## config.mk

```make
export PLATFORM = sky130hd
export DESIGN_NAME = prio_intc
export DESIGN_NICKNAME = d
export VERILOG_FILES = /design/src/rtl/intc_pkg.sv /design/src/rtl/intc_arbiter.sv /design/src/rtl/intc_lifo.sv /design/src/rtl/prio_intc.sv
export SDC_FILE = /design/constraint.sdc
export NUM_CORES = 1
export LEC_CHECK = 0
export BUFFER_PORTS_ARGS = -buffer_cell sky130_fd_sc_hd__buf_4
export CAP_MARGIN = 20
export CORE_MARGIN = 4
export CORE_UTILIZATION = 55
export DETAILED_ROUTE_END_ITERATION = 10
export MAX_ROUTING_LAYER = met4
export PLACE_DENSITY_LB_ADDON = 0.15
export SLEW_MARGIN = 20
export SYNTH_ARGS = -nofsm -noshare
export SYNTH_HDL_FRONTEND = slang
export SYNTH_HIERARCHICAL = 1
export SYNTH_SLANG_ARGS = --single-unit
```

## constraint.sdc

```tcl
create_clock -name clk -period 46 [get_ports clk]
set_input_delay 0 -clock clk [delete_from_list [all_inputs] [get_ports clk]]
set_output_delay 0 -clock clk [all_outputs]
set_load 0.05 [all_outputs]
```

## src/rtl/intc_pkg.sv

```systemverilog
// Package: register addresses and data width shared by the controller
// and its bench. Assumes word addressing on the register port.
package intc_pkg;
    localparam int DATA_W      = 16;
    localparam int A_CUR       = 0;
    localparam int A_ACK       = 1;
    localparam int A_EOI       = 2;
    localparam int A_SWSET     = 3;
    localparam int A_SWCLR     = 4;
    localparam int A_PRIO_BASE = 16;
endpackage

```

## src/rtl/intc_arbiter.sv

```systemverilog
// Module: intc_arbiter
// Picks, among pending sources whose priority is strictly above the
// running priority, the one with the highest priority. Ties go to the
// lowest index. Purely combinational; assumes N_SRC >= 2.
module intc_arbiter #(
    parameter int N_SRC  = 24,
    parameter int PRIO_W = 4,
    localparam int SRC_W = $clog2(N_SRC)
) (
    input  logic [N_SRC-1:0]             pend_i,
    input  logic [N_SRC-1:0][PRIO_W-1:0] prio_i,
    input  logic [PRIO_W-1:0]            cur_i,
    output logic                         valid_o,
    output logic [SRC_W-1:0]             idx_o,
    output logic [PRIO_W-1:0]            prio_o
);
    // Scan from the top index down so an equal priority at a lower index overrides.
    always_comb begin
        valid_o = 1'b0;
        idx_o   = '0;
        prio_o  = '0;
        for (int i = N_SRC - 1; i >= 0; i--) begin
            if (pend_i[i] && (prio_i[i] > cur_i) && (!valid_o || prio_i[i] >= prio_o)) begin
                valid_o = 1'b1;
                idx_o   = SRC_W'(i);
                prio_o  = prio_i[i];
            end
        end
    end
endmodule

```

## src/rtl/intc_lifo.sv

```systemverilog
// Module: intc_lifo
// Stack of preempted priorities. A push while full is dropped (the
// owner flags overflow) and a pop while empty does nothing. Assumes push
// and pop never arrive in the same cycle, and DEPTH >= 2.
module intc_lifo #(
    parameter int DEPTH  = 4,
    parameter int WIDTH  = 4,
    localparam int CNT_W = $clog2(DEPTH + 1),
    localparam int PTR_W = $clog2(DEPTH)
) (
    input  logic             clk,
    input  logic             rst_n,
    input  logic             push_i,
    input  logic [WIDTH-1:0] data_i,
    input  logic             pop_i,
    output logic [WIDTH-1:0] top_o,
    output logic             empty_o,
    output logic             full_o
);
    logic [DEPTH-1:0][WIDTH-1:0] mem_r;
    logic [CNT_W-1:0]            cnt_r;

    assign empty_o = (cnt_r == '0);
    assign full_o  = (cnt_r == CNT_W'(DEPTH));
    assign top_o   = empty_o ? '0 : mem_r[PTR_W'(cnt_r - 1'b1)];

    // Store on push and move the fill count on push or pop.
    always_ff @(posedge clk) begin
        if (!rst_n) begin
            cnt_r <= '0;
            mem_r <= '0;
        end else if (push_i && !full_o) begin
            mem_r[PTR_W'(cnt_r)] <= data_i;
            cnt_r                <= cnt_r + 1'b1;
        end else if (pop_i && !empty_o) begin
            cnt_r <= cnt_r - 1'b1;
        end
    end

    assert_lifo_fill_R6: assert property (@(posedge clk) disable iff (!rst_n)
        (push_i && !full_o) |=> !empty_o);
    assert_lifo_drain_R5: assert property (@(posedge clk) disable iff (!rst_n)
        (pop_i && !push_i && !empty_o) |=> !full_o);
endmodule

```

## src/rtl/prio_intc.sv

```systemverilog
// Module: prio_intc
// Preemptive priority interrupt controller. Hardware lines pass through
// one register, selection is combinational, and irq/vector are registered,
// so a request reaches irq_o two edges after it arrives. An acknowledge
// takes precedence over a same-cycle write to the running priority or
// end-of-interrupt.
module prio_intc #(
    parameter int N_HW   = 16,
    parameter int N_SW   = 8,
    parameter int PRIO_W = 4,
    parameter int VEC_W  = 9,
    parameter int LIFO_D = 4,
    parameter int ADDR_W = 6,
    parameter int DATA_W = intc_pkg::DATA_W
) (
    input  logic              clk,
    input  logic              rst_n,
    input  logic [N_HW-1:0]   hw_req_i,
    input  logic              iack_i,
    input  logic              wr_en_i,
    input  logic              rd_en_i,
    input  logic [ADDR_W-1:0] addr_i,
    input  logic [DATA_W-1:0] wdata_i,
    output logic [DATA_W-1:0] rdata_o,
    output logic              irq_o,
    output logic [VEC_W-1:0]  vector_o,
    output logic [PRIO_W-1:0] cur_prio_o,
    output logic              lifo_ovf_o
);
    import intc_pkg::*;

    localparam int N_SRC = N_SW + N_HW;
    localparam int SRC_W = $clog2(N_SRC);

    logic [N_HW-1:0]             hw_q;
    logic [N_SW-1:0]             sw_q;
    logic [N_SRC-1:0][PRIO_W-1:0] prio_r;
    logic [PRIO_W-1:0]           cur_r, vprio_r;
    logic                        irq_r, ovf_r;
    logic [VEC_W-1:0]            vec_r;

    logic                        sel_valid;
    logic [SRC_W-1:0]            sel_idx;
    logic [PRIO_W-1:0]           sel_prio;
    logic                        ack, eoi, cur_wr;
    logic [PRIO_W-1:0]           lifo_top;
    logic                        lifo_empty, lifo_full;

    intc_arbiter #(.N_SRC(N_SRC), .PRIO_W(PRIO_W)) u_arb (
        .pend_i (({hw_q, sw_q})),
        .prio_i (prio_r),
        .cur_i  (cur_r),
        .valid_o(sel_valid),
        .idx_o  (sel_idx),
        .prio_o (sel_prio)
    );

    // Decode the register-port strobes; an acknowledge blocks priority writes.
    always_comb begin
        ack    = (iack_i || (rd_en_i && addr_i == ADDR_W'(A_ACK))) && irq_r;
        eoi    = wr_en_i && (addr_i == ADDR_W'(A_EOI)) && !ack;
        cur_wr = wr_en_i && (addr_i == ADDR_W'(A_CUR)) && !ack;
    end

    intc_lifo #(.DEPTH(LIFO_D), .WIDTH(PRIO_W)) u_lifo (
        .clk    (clk),
        .rst_n  (rst_n),
        .push_i (ack),
        .data_i (cur_r),
        .pop_i  (eoi),
        .top_o  (lifo_top),
        .empty_o(lifo_empty),
        .full_o (lifo_full)
    );

    // Register the hardware lines and the presented request.
    always_ff @(posedge clk) begin
        if (!rst_n) begin
            hw_q    <= '0;
            irq_r   <= 1'b0;
            vec_r   <= '0;
            vprio_r <= '0;
        end else begin
            hw_q    <= hw_req_i;
            irq_r   <= sel_valid && !ack;
            vec_r   <= VEC_W'(sel_idx);
            vprio_r <= sel_prio;
        end
    end

    // Running priority: acknowledge, end-of-interrupt or direct write.
    always_ff @(posedge clk) begin
        if (!rst_n) begin
            cur_r <= '0;
            ovf_r <= 1'b0;
        end else begin
            if (ack && lifo_full) ovf_r <= 1'b1;
            if (ack)         cur_r <= vprio_r;
            else if (eoi)    cur_r <= lifo_top;
            else if (cur_wr) cur_r <= wdata_i[PRIO_W-1:0];
        end
    end

    // Software request bits: set and clear by mask.
    always_ff @(posedge clk) begin
        if (!rst_n) sw_q <= '0;
        else if (wr_en_i && addr_i == ADDR_W'(A_SWSET)) sw_q <= sw_q | wdata_i[N_SW-1:0];
        else if (wr_en_i && addr_i == ADDR_W'(A_SWCLR)) sw_q <= sw_q & ~wdata_i[N_SW-1:0];
    end

    for (genvar g = 0; g < N_SRC; g++) begin : g_prio
        // Per-source priority register written at its own address.
        always_ff @(posedge clk) begin
            if (!rst_n) prio_r[g] <= '0;
            else if (wr_en_i && addr_i == ADDR_W'(A_PRIO_BASE + g)) prio_r[g] <= wdata_i[PRIO_W-1:0];
        end
    end

    // Read multiplexer.
    always_comb begin
        rdata_o = '0;
        if (addr_i == ADDR_W'(A_CUR)) begin
            rdata_o[PRIO_W-1:0] = cur_r;
        end else if (addr_i == ADDR_W'(A_ACK)) begin
            rdata_o[DATA_W-1]  = irq_r;
            rdata_o[VEC_W-1:0] = vec_r;
        end else if (addr_i == ADDR_W'(A_SWSET)) begin
            rdata_o[N_SW-1:0] = sw_q;
        end else begin
            for (int i = 0; i < N_SRC; i++)
                if (addr_i == ADDR_W'(A_PRIO_BASE + i)) rdata_o[PRIO_W-1:0] = prio_r[i];
        end
    end

    assign irq_o      = irq_r;
    assign vector_o   = vec_r;
    assign cur_prio_o = cur_r;
    assign lifo_ovf_o = ovf_r;

    assert_ack_loads_prio_R4: assert property (@(posedge clk) disable iff (!rst_n)
        ack |=> (cur_prio_o == $past(vprio_r)));
    assert_ack_drops_irq_R4: assert property (@(posedge clk) disable iff (!rst_n)
        ack |=> !irq_o);
    assert_overflow_sticky_R6: assert property (@(posedge clk) disable iff (!rst_n)
        (ack && lifo_full) |=> lifo_ovf_o);
    assert_eoi_empty_zero_R5: assert property (@(posedge clk) disable iff (!rst_n)
        (eoi && lifo_empty) |=> (cur_prio_o == '0));
    assert_idle_ack_R10: assert property (@(posedge clk) disable iff (!rst_n)
        (iack_i && !irq_o && !wr_en_i) |=> $stable(cur_prio_o));
endmodule

```

Yosys cells after proc, flatten, opt, wreduce, memory -nomap -nowiden
Index checks and enable logic that the tools add are counted.
{ "totals": {"latch_bits": 0, "ram_bits": 0, "ff_bits": 158, "n_memories": 0, "romBits": 0, "output_inout_bits": 31, "input_bits": 43} }
{ "op_classes": {"n_lt_le_gt_ge": 50, "n_reduce_logical": 144, "n_mul": 0, "bitwise_logic": 4, "add_sub_neg": 2, "muxes": 116, "eq_ne": 29, "div_mod_pow": 0, "shifts": 0} }
{ "ops": {"columns": ["cell", "n"], "rows": [
  ["4-bit two-way mux", 57],
  ["5-bit two-way mux", 24],
  ["6-bit by 5-bit equality test with 1-bit output (second input constant)", 16],
  ["4-bit greater-than comparator", 24],
  ["4-bit greater-or-equal comparator", 23],
  ["1-bit logical AND", 84],
  ["6-bit equality test (second input constant)", 8],
  ["1-bit two-way mux", 27],
  ["1-bit logical NOT", 26],
  ["1-bit logical OR", 24],
  ["8-bit two-way mux", 3],
  ["17-bit OR reduction", 1],
  ["16-bit bitwise mux", 1],
  ["6-bit by 2-bit equality test with 1-bit output (second input constant)", 2],
  ["9-bit OR reduction", 1],
  ["8-bit bitwise AND", 1],
  ["4-bit binary-select mux with 2-bit select", 1],
  ["4-bit demux with 2-bit select", 1],
  ["8-bit inverter", 1],
  ["8-bit OR", 1],
  ["6-bit by 1-bit equality test with 1-bit output (second input constant)", 1],
  ["6-bit by 3-bit equality test with 1-bit output (second input constant)", 1],
  ["6-bit logical NOT", 1],
  ["2-bit by 3-bit less-than comparator with 1-bit output (second input constant)", 2],
  ["other kinds (12)", 14]
]} }

Logic depth before layout (Yosys ltp)
{ "depth": {"ltp_word": 96, "depth_mapped": 207, "depth_no_buf": 200} }

By module
Netlist, hierarchy kept.
{ "by_module_without_submodules": {"columns": ["mod", "cells_per_inst", "area_per_inst_um2", "seq_area_each_um2", "instances"], "rows": [
  ["intc_arbiter", 933, 6902.9, 0.0, 1],
  ["prio_intc", 847, 6782.8, 2702.6, 1],
  ["intc_lifo", 120, 1087.3, 380.4, 1]
]} }

Least setup slack after synthesis
OpenSTA, ideal clock, no wires.
{ "synth_path": {"path_type": "register to register", "start": "reg cur_r[1], in the netlist cur_prio_o[1]", "end": "reg vec_r[2], in the netlist vector_o[2]", "path_slack_ps": 10705, "t_required_ps": 45941, "path_stages_with_launch": 196, "synth_period_minus_slack_ps": 35295, "arrival_ps": 35236, "path_cell_list": "dfxtp_1 inv_1 ha_1 nor2b_1 o211ai_1 a21o_1 nor2_1 ha_1 nand2b_1 a21oi_1 o21ai_1 a21oi_1 a22o_1 ha_1 o21ai_0 a21oi_1 a211o_1 nand2_1 [... 160 more ...] nand2b_1 a21o_1 a21oi_1 nor2b_1 o31ai_1 inv_1 a21oi_1 a21o_1 ha_1 nand2b_1 a21o_1 a21o_1 a21oi_1 a21o_1 clkbuf_1 nand2_1 a2111oi_0 and2_1"} }
{ "synth_via": {"elab_chain_cells": 95, "word_cells_on_any_way": 207, "classes_between": "47 x order compare; 66 x mux; 94 x reduce/logical"} }
{ "synth_rtl": {"columns": ["element", "line_no", "rtl"], "rows": [
  ["start: declaration", "prio_intc.sv:38", "logic [PRIO_W-1:0] cur_r, vprio_r;"],
  ["start signal: assignment", "prio_intc.sv:98", "if (ack) cur_r <= vprio_r;"],
  ["start signal: assignment", "prio_intc.sv:99", "else if (eoi) cur_r <= lifo_top;"],
  ["start signal: assignment", "prio_intc.sv:100", "else if (cur_wr) cur_r <= wdata_i[PRIO_W-1:0];"],
  ["4-bit greater-than comparator", "intc_arbiter.sv:23", "if (pend_i[i] && (prio_i[i] > cur_i) && (!valid_o || prio_i[i] >= prio_o)) begin"],
  ["1-bit logical AND", "intc_arbiter.sv:23", null],
  ["4-bit two-way mux / 1-bit two-way mux (equally long branches)", "intc_arbiter.sv:23", null],
  ["4-bit greater-or-equal comparator / 1-bit logical NOT (equally long branches)", "intc_arbiter.sv:23", null],
  ["1-bit logical OR", "intc_arbiter.sv:23", null],
  ["1-bit logical AND", "intc_arbiter.sv:23", null],
  ["4-bit two-way mux / 1-bit two-way mux (equally long branches)", "intc_arbiter.sv:23", null],
  ["4-bit greater-or-equal comparator / 1-bit logical NOT (equally long branches)", "intc_arbiter.sv:23", null],
  ["[... 79 more ...]", null, null],
  ["4-bit greater-or-equal comparator / 1-bit logical NOT (equally long branches)", "intc_arbiter.sv:23", null],
  ["1-bit logical OR", "intc_arbiter.sv:23", null],
  ["1-bit logical AND", "intc_arbiter.sv:23", null],
  ["4-bit two-way mux / 1-bit two-way mux (equally long branches)", "intc_arbiter.sv:23", null],
  ["4-bit greater-or-equal comparator / 1-bit logical NOT (equally long branches)", "intc_arbiter.sv:23", null],
  ["1-bit logical OR", "intc_arbiter.sv:23", null],
  ["1-bit logical AND", "intc_arbiter.sv:23", null],
  ["5-bit OR reduction (no source line)", null, null],
  ["end signal: assignment", "prio_intc.sv:86", "vec_r <= VEC_W'(sel_idx);"],
  ["end: declaration", "prio_intc.sv:40", "logic [VEC_W-1:0] vec_r;"]
]} }
Several ways; a longest one is shown, not always the timed one.
A chain may end at the register's enable or synchronous reset.

Final worst setup path
Ends and elaborated chain as after synthesis.

==> summary.txt <==
Number of hold violations in the final report = 0
DP HPWL = 33400 um
Fillers = 2331
Clock root buffer = clkbuf_16
Largest net degree at the start of global routing = 124
Crit Path Category = reg -> reg
DR WL/cell = 20.9 um
Buffer count from post-CTS setup fixing = 0
Count leader, synth = nand2_1
P&R area growth vs syn = 9.49%
Initial antenna violation count = 0
Post-Syn Area per Cell = 7.78 um^2
Crit-path max FO = 14
Clock-pin slew on the worst setup and hold paths = 0.07 ns
Synth warn = 6
Clock Latency Late Sink = 0.44 ns
CTS Hold Buffers Added = 33
PortBufs = 54
Total GRT Usage = 32.4%
Core ar. = 26200 um^2
I/O pin total = 74
Fin area = 16200 um^2
Die area = 29500 um^2
Slew @ Worst Pin = 1.17 ns
CTS resizes = 0
Final setup fails = 0
Crit path largest cell delay = 0.71 ns
Xor-xnor portion of the synthesized cell area = 0%
Row cnt = 59
Total grt overflow = 0
Routed vias = 14.8k
Final nets = 2143
Seq/Total Area, Yosys = 20.9%
Yosys top cell area share = 20.9%
Synth Area in Adders = 15.2%
CP required = 46.38 ns
Initial cell density of the core = 56.4%
Post-synth top cells = 219 x nand2_1, 179 x ha_1, 154 x dfxtp_1, 141 x o21ai_0, 139 x a21oi_1
Asr flop ratio synth = 0%
Top_reg_cell synth = dfxtp_1
Leak = 0.00631 uW
Synth area leaders = dfxtp_1 21%, ha_1 15%, nand2_1 5.6%, a21boi_0 4.9%, o21ai_0 4.8%
Number of global-route vias before repair = 13.7k
Max-Cap Viols = 0
Max Fclk = 0.0248 GHz
TNS Setup = 0 ns
Drt drc = 0
Min-delay worst type = in -> reg
Vias per cell = 6.50
Drt pass-1 iters = 6
Largest family of logic cells by synthesized area = compound AO/OA/AOI/OAI gates
Slew HR = 21.5%
Tmin final = 40.40 ns
# H-tree levels = 4
Final core occ = 61.7%
Post-DRT Antenna Nets = 0
Final wirelength = 47500 um
Startpoint types = flip-flop
Setup Skew = 0.0129 ns
Synth Register Bits = 154
PD cells = 21.3 nW/um^2
Slowest cell on crit path = o31ai_1
Tcrit/Tclk final = 87.8%
RSZ-0062 raised after global routing = false
Fin. max-slew vios = 0
Number of flops mapped to enable cells by yosys = 0
Die Y = 172 um
Num CTS Buffers = 17
Maximum VDD drop = 0.0000247 V
Outcome = complete, no violations
Mux contribution to synthesized area = 4.07%
Simple-Gate Fraction of Synth Area = 21.6%
First-pass GRT wire length = 74100 um
Synth Instances = 1900
Worst Path Arrival = 40.78 ns
DR iter-0 viols = 1477
Diode count = 0
Share of cells above drive strength 1 = 9.51%
Area leader, netlist = dfxtp_1
Cell Area, Synth = 14800 um^2
Routability cong. = 0.944
Die Span X = 172 um
Compound-Gate Fraction of Synth Area = 32.5%
Clock Sinks = 154
CTS tree = done
Critical Path End Type = flip-flop
Placed Area = 15200 um^2
Clock buffer depth = 2
Hold WS = 0.0399 ns
Library cells used by synthesis = 103
Cell mode on critical path = ha_1
-- power by group --
group / switching (uW) / internal (uW) / total [uW]
clock network: 76.0 / 75.1 / 151
logic: 36.2 / 21.3 / 57.6
registers: 1.44 / 135 / 136
-- flip-flops by register name (all words and copies together) (netlist names), named ones only --
signal and count:
u_lifo/cnt_r 3, vprio_r 4, lifo_ovf_o 1, vector_o 5
hw_q 16, prio_r 96, u_lifo/mem_r 16, cur_prio_o 4
irq_o 1
-- cell usage in the layout (no fill, tap or decap), types with 11 or more instances in the layout --
master,n
dfxtp_1,154
mux2_2,12
a21boi_0,97
nor2b_1,48
o21a_1,23
and3_1,14
and2_1,48
o22ai_1,20
a22oi_1,15
mux2i_1,30
clkbuf_16,17
nand2b_1,41
conb_1,11
o31ai_1,16
nor3_1,22
nor2_1,86
ha_1,179
a21o_1,40
o211ai_1,28
dlygate4sd3_1,33
nand3_1,77
o21ai_0,141
nand2_1,219
nand4_1,22
a21oi_1,139
buf_4,67
inv_1,84
a31oi_1,16
-- worst paths after layout --
path	start	to	slack (ns)	cells past startpoint
setup / recovery	cur_prio_o[1]$_SDFFE_PN0P_	vector_o[2]$_SDFF_PN0_	5.60	185
hold / removal	wdata_i[0]	prio_r[12]$_SDFFE_PN0P_	0.04	3
setup reg to reg	cur_prio_o[1]$_SDFFE_PN0P_	vector_o[2]$_SDFF_PN0_	5.60	185
hold reg to reg	u_lifo/mem_r[3]$_SDFFE_PN0P_	u_lifo/mem_r[3]$_SDFFE_PN0P_	0.46	2
-- worst max-delay path, delay by kind of cell (launching register included) --
family          cells  cell delay (ns)
fa+ha+maj          24             6.40
compound gates     98            22.61
mux                 3             1.19
simple gates       54             8.40
flops               1             0.58
buf+inv             6             1.11
-- stage by stage --
step | std cells | total power (uW) | worst slack, ns
after floorplan | 1910 | 179 | 10.70
after global placement | 2203 | 193 | 6.90
after detailed placement | 2203 | 193 | 6.28
after CTS | 2268 | 345 | 6.10
after global routing | 2269 | 357 | 2.79
final | 2269 | 345 | 5.60
-- kinds of logic (layout without fill, tap and decap cells) --
family | count (synthesis) | in the layout
multiplexers | 50 | 50
AND/OR/NAND/NOR | 630 | 630
flip-flops | 154 | 154
other | 1 | 11
buffers and inverters | 193 | 217
AO/OA/AOI/OAI | 693 | 693
adder cells (fa/ha/maj) | 179 | 179
-- area by class of cell --
cell class	instances	area (um^2)	area share, %
multi-input cells	1563	10900	67.3
flip-flops and latches	154	3080	19.1
repair buffers	100	833	5.15
clock buffers	17	425	2.63
well taps	335	419	2.59
inverters	85	319	1.97
clock inverters	15	211	1.31
-- per-layer routing --
metal  track usage (%)  vias to the layer above  wire length [um]  part of all wire [%]
met5                 -                        -                 0                     0
met4              10.7                        0              1410                   3.0
met3              5.12                       83              3530                   7.4
met2              50.9                      625             21500                    45
met1              42.9                     6965             21100                    44
li1                  -                     7085                 -                     -
No activity file was read; power rests on OpenSTA's default activity.
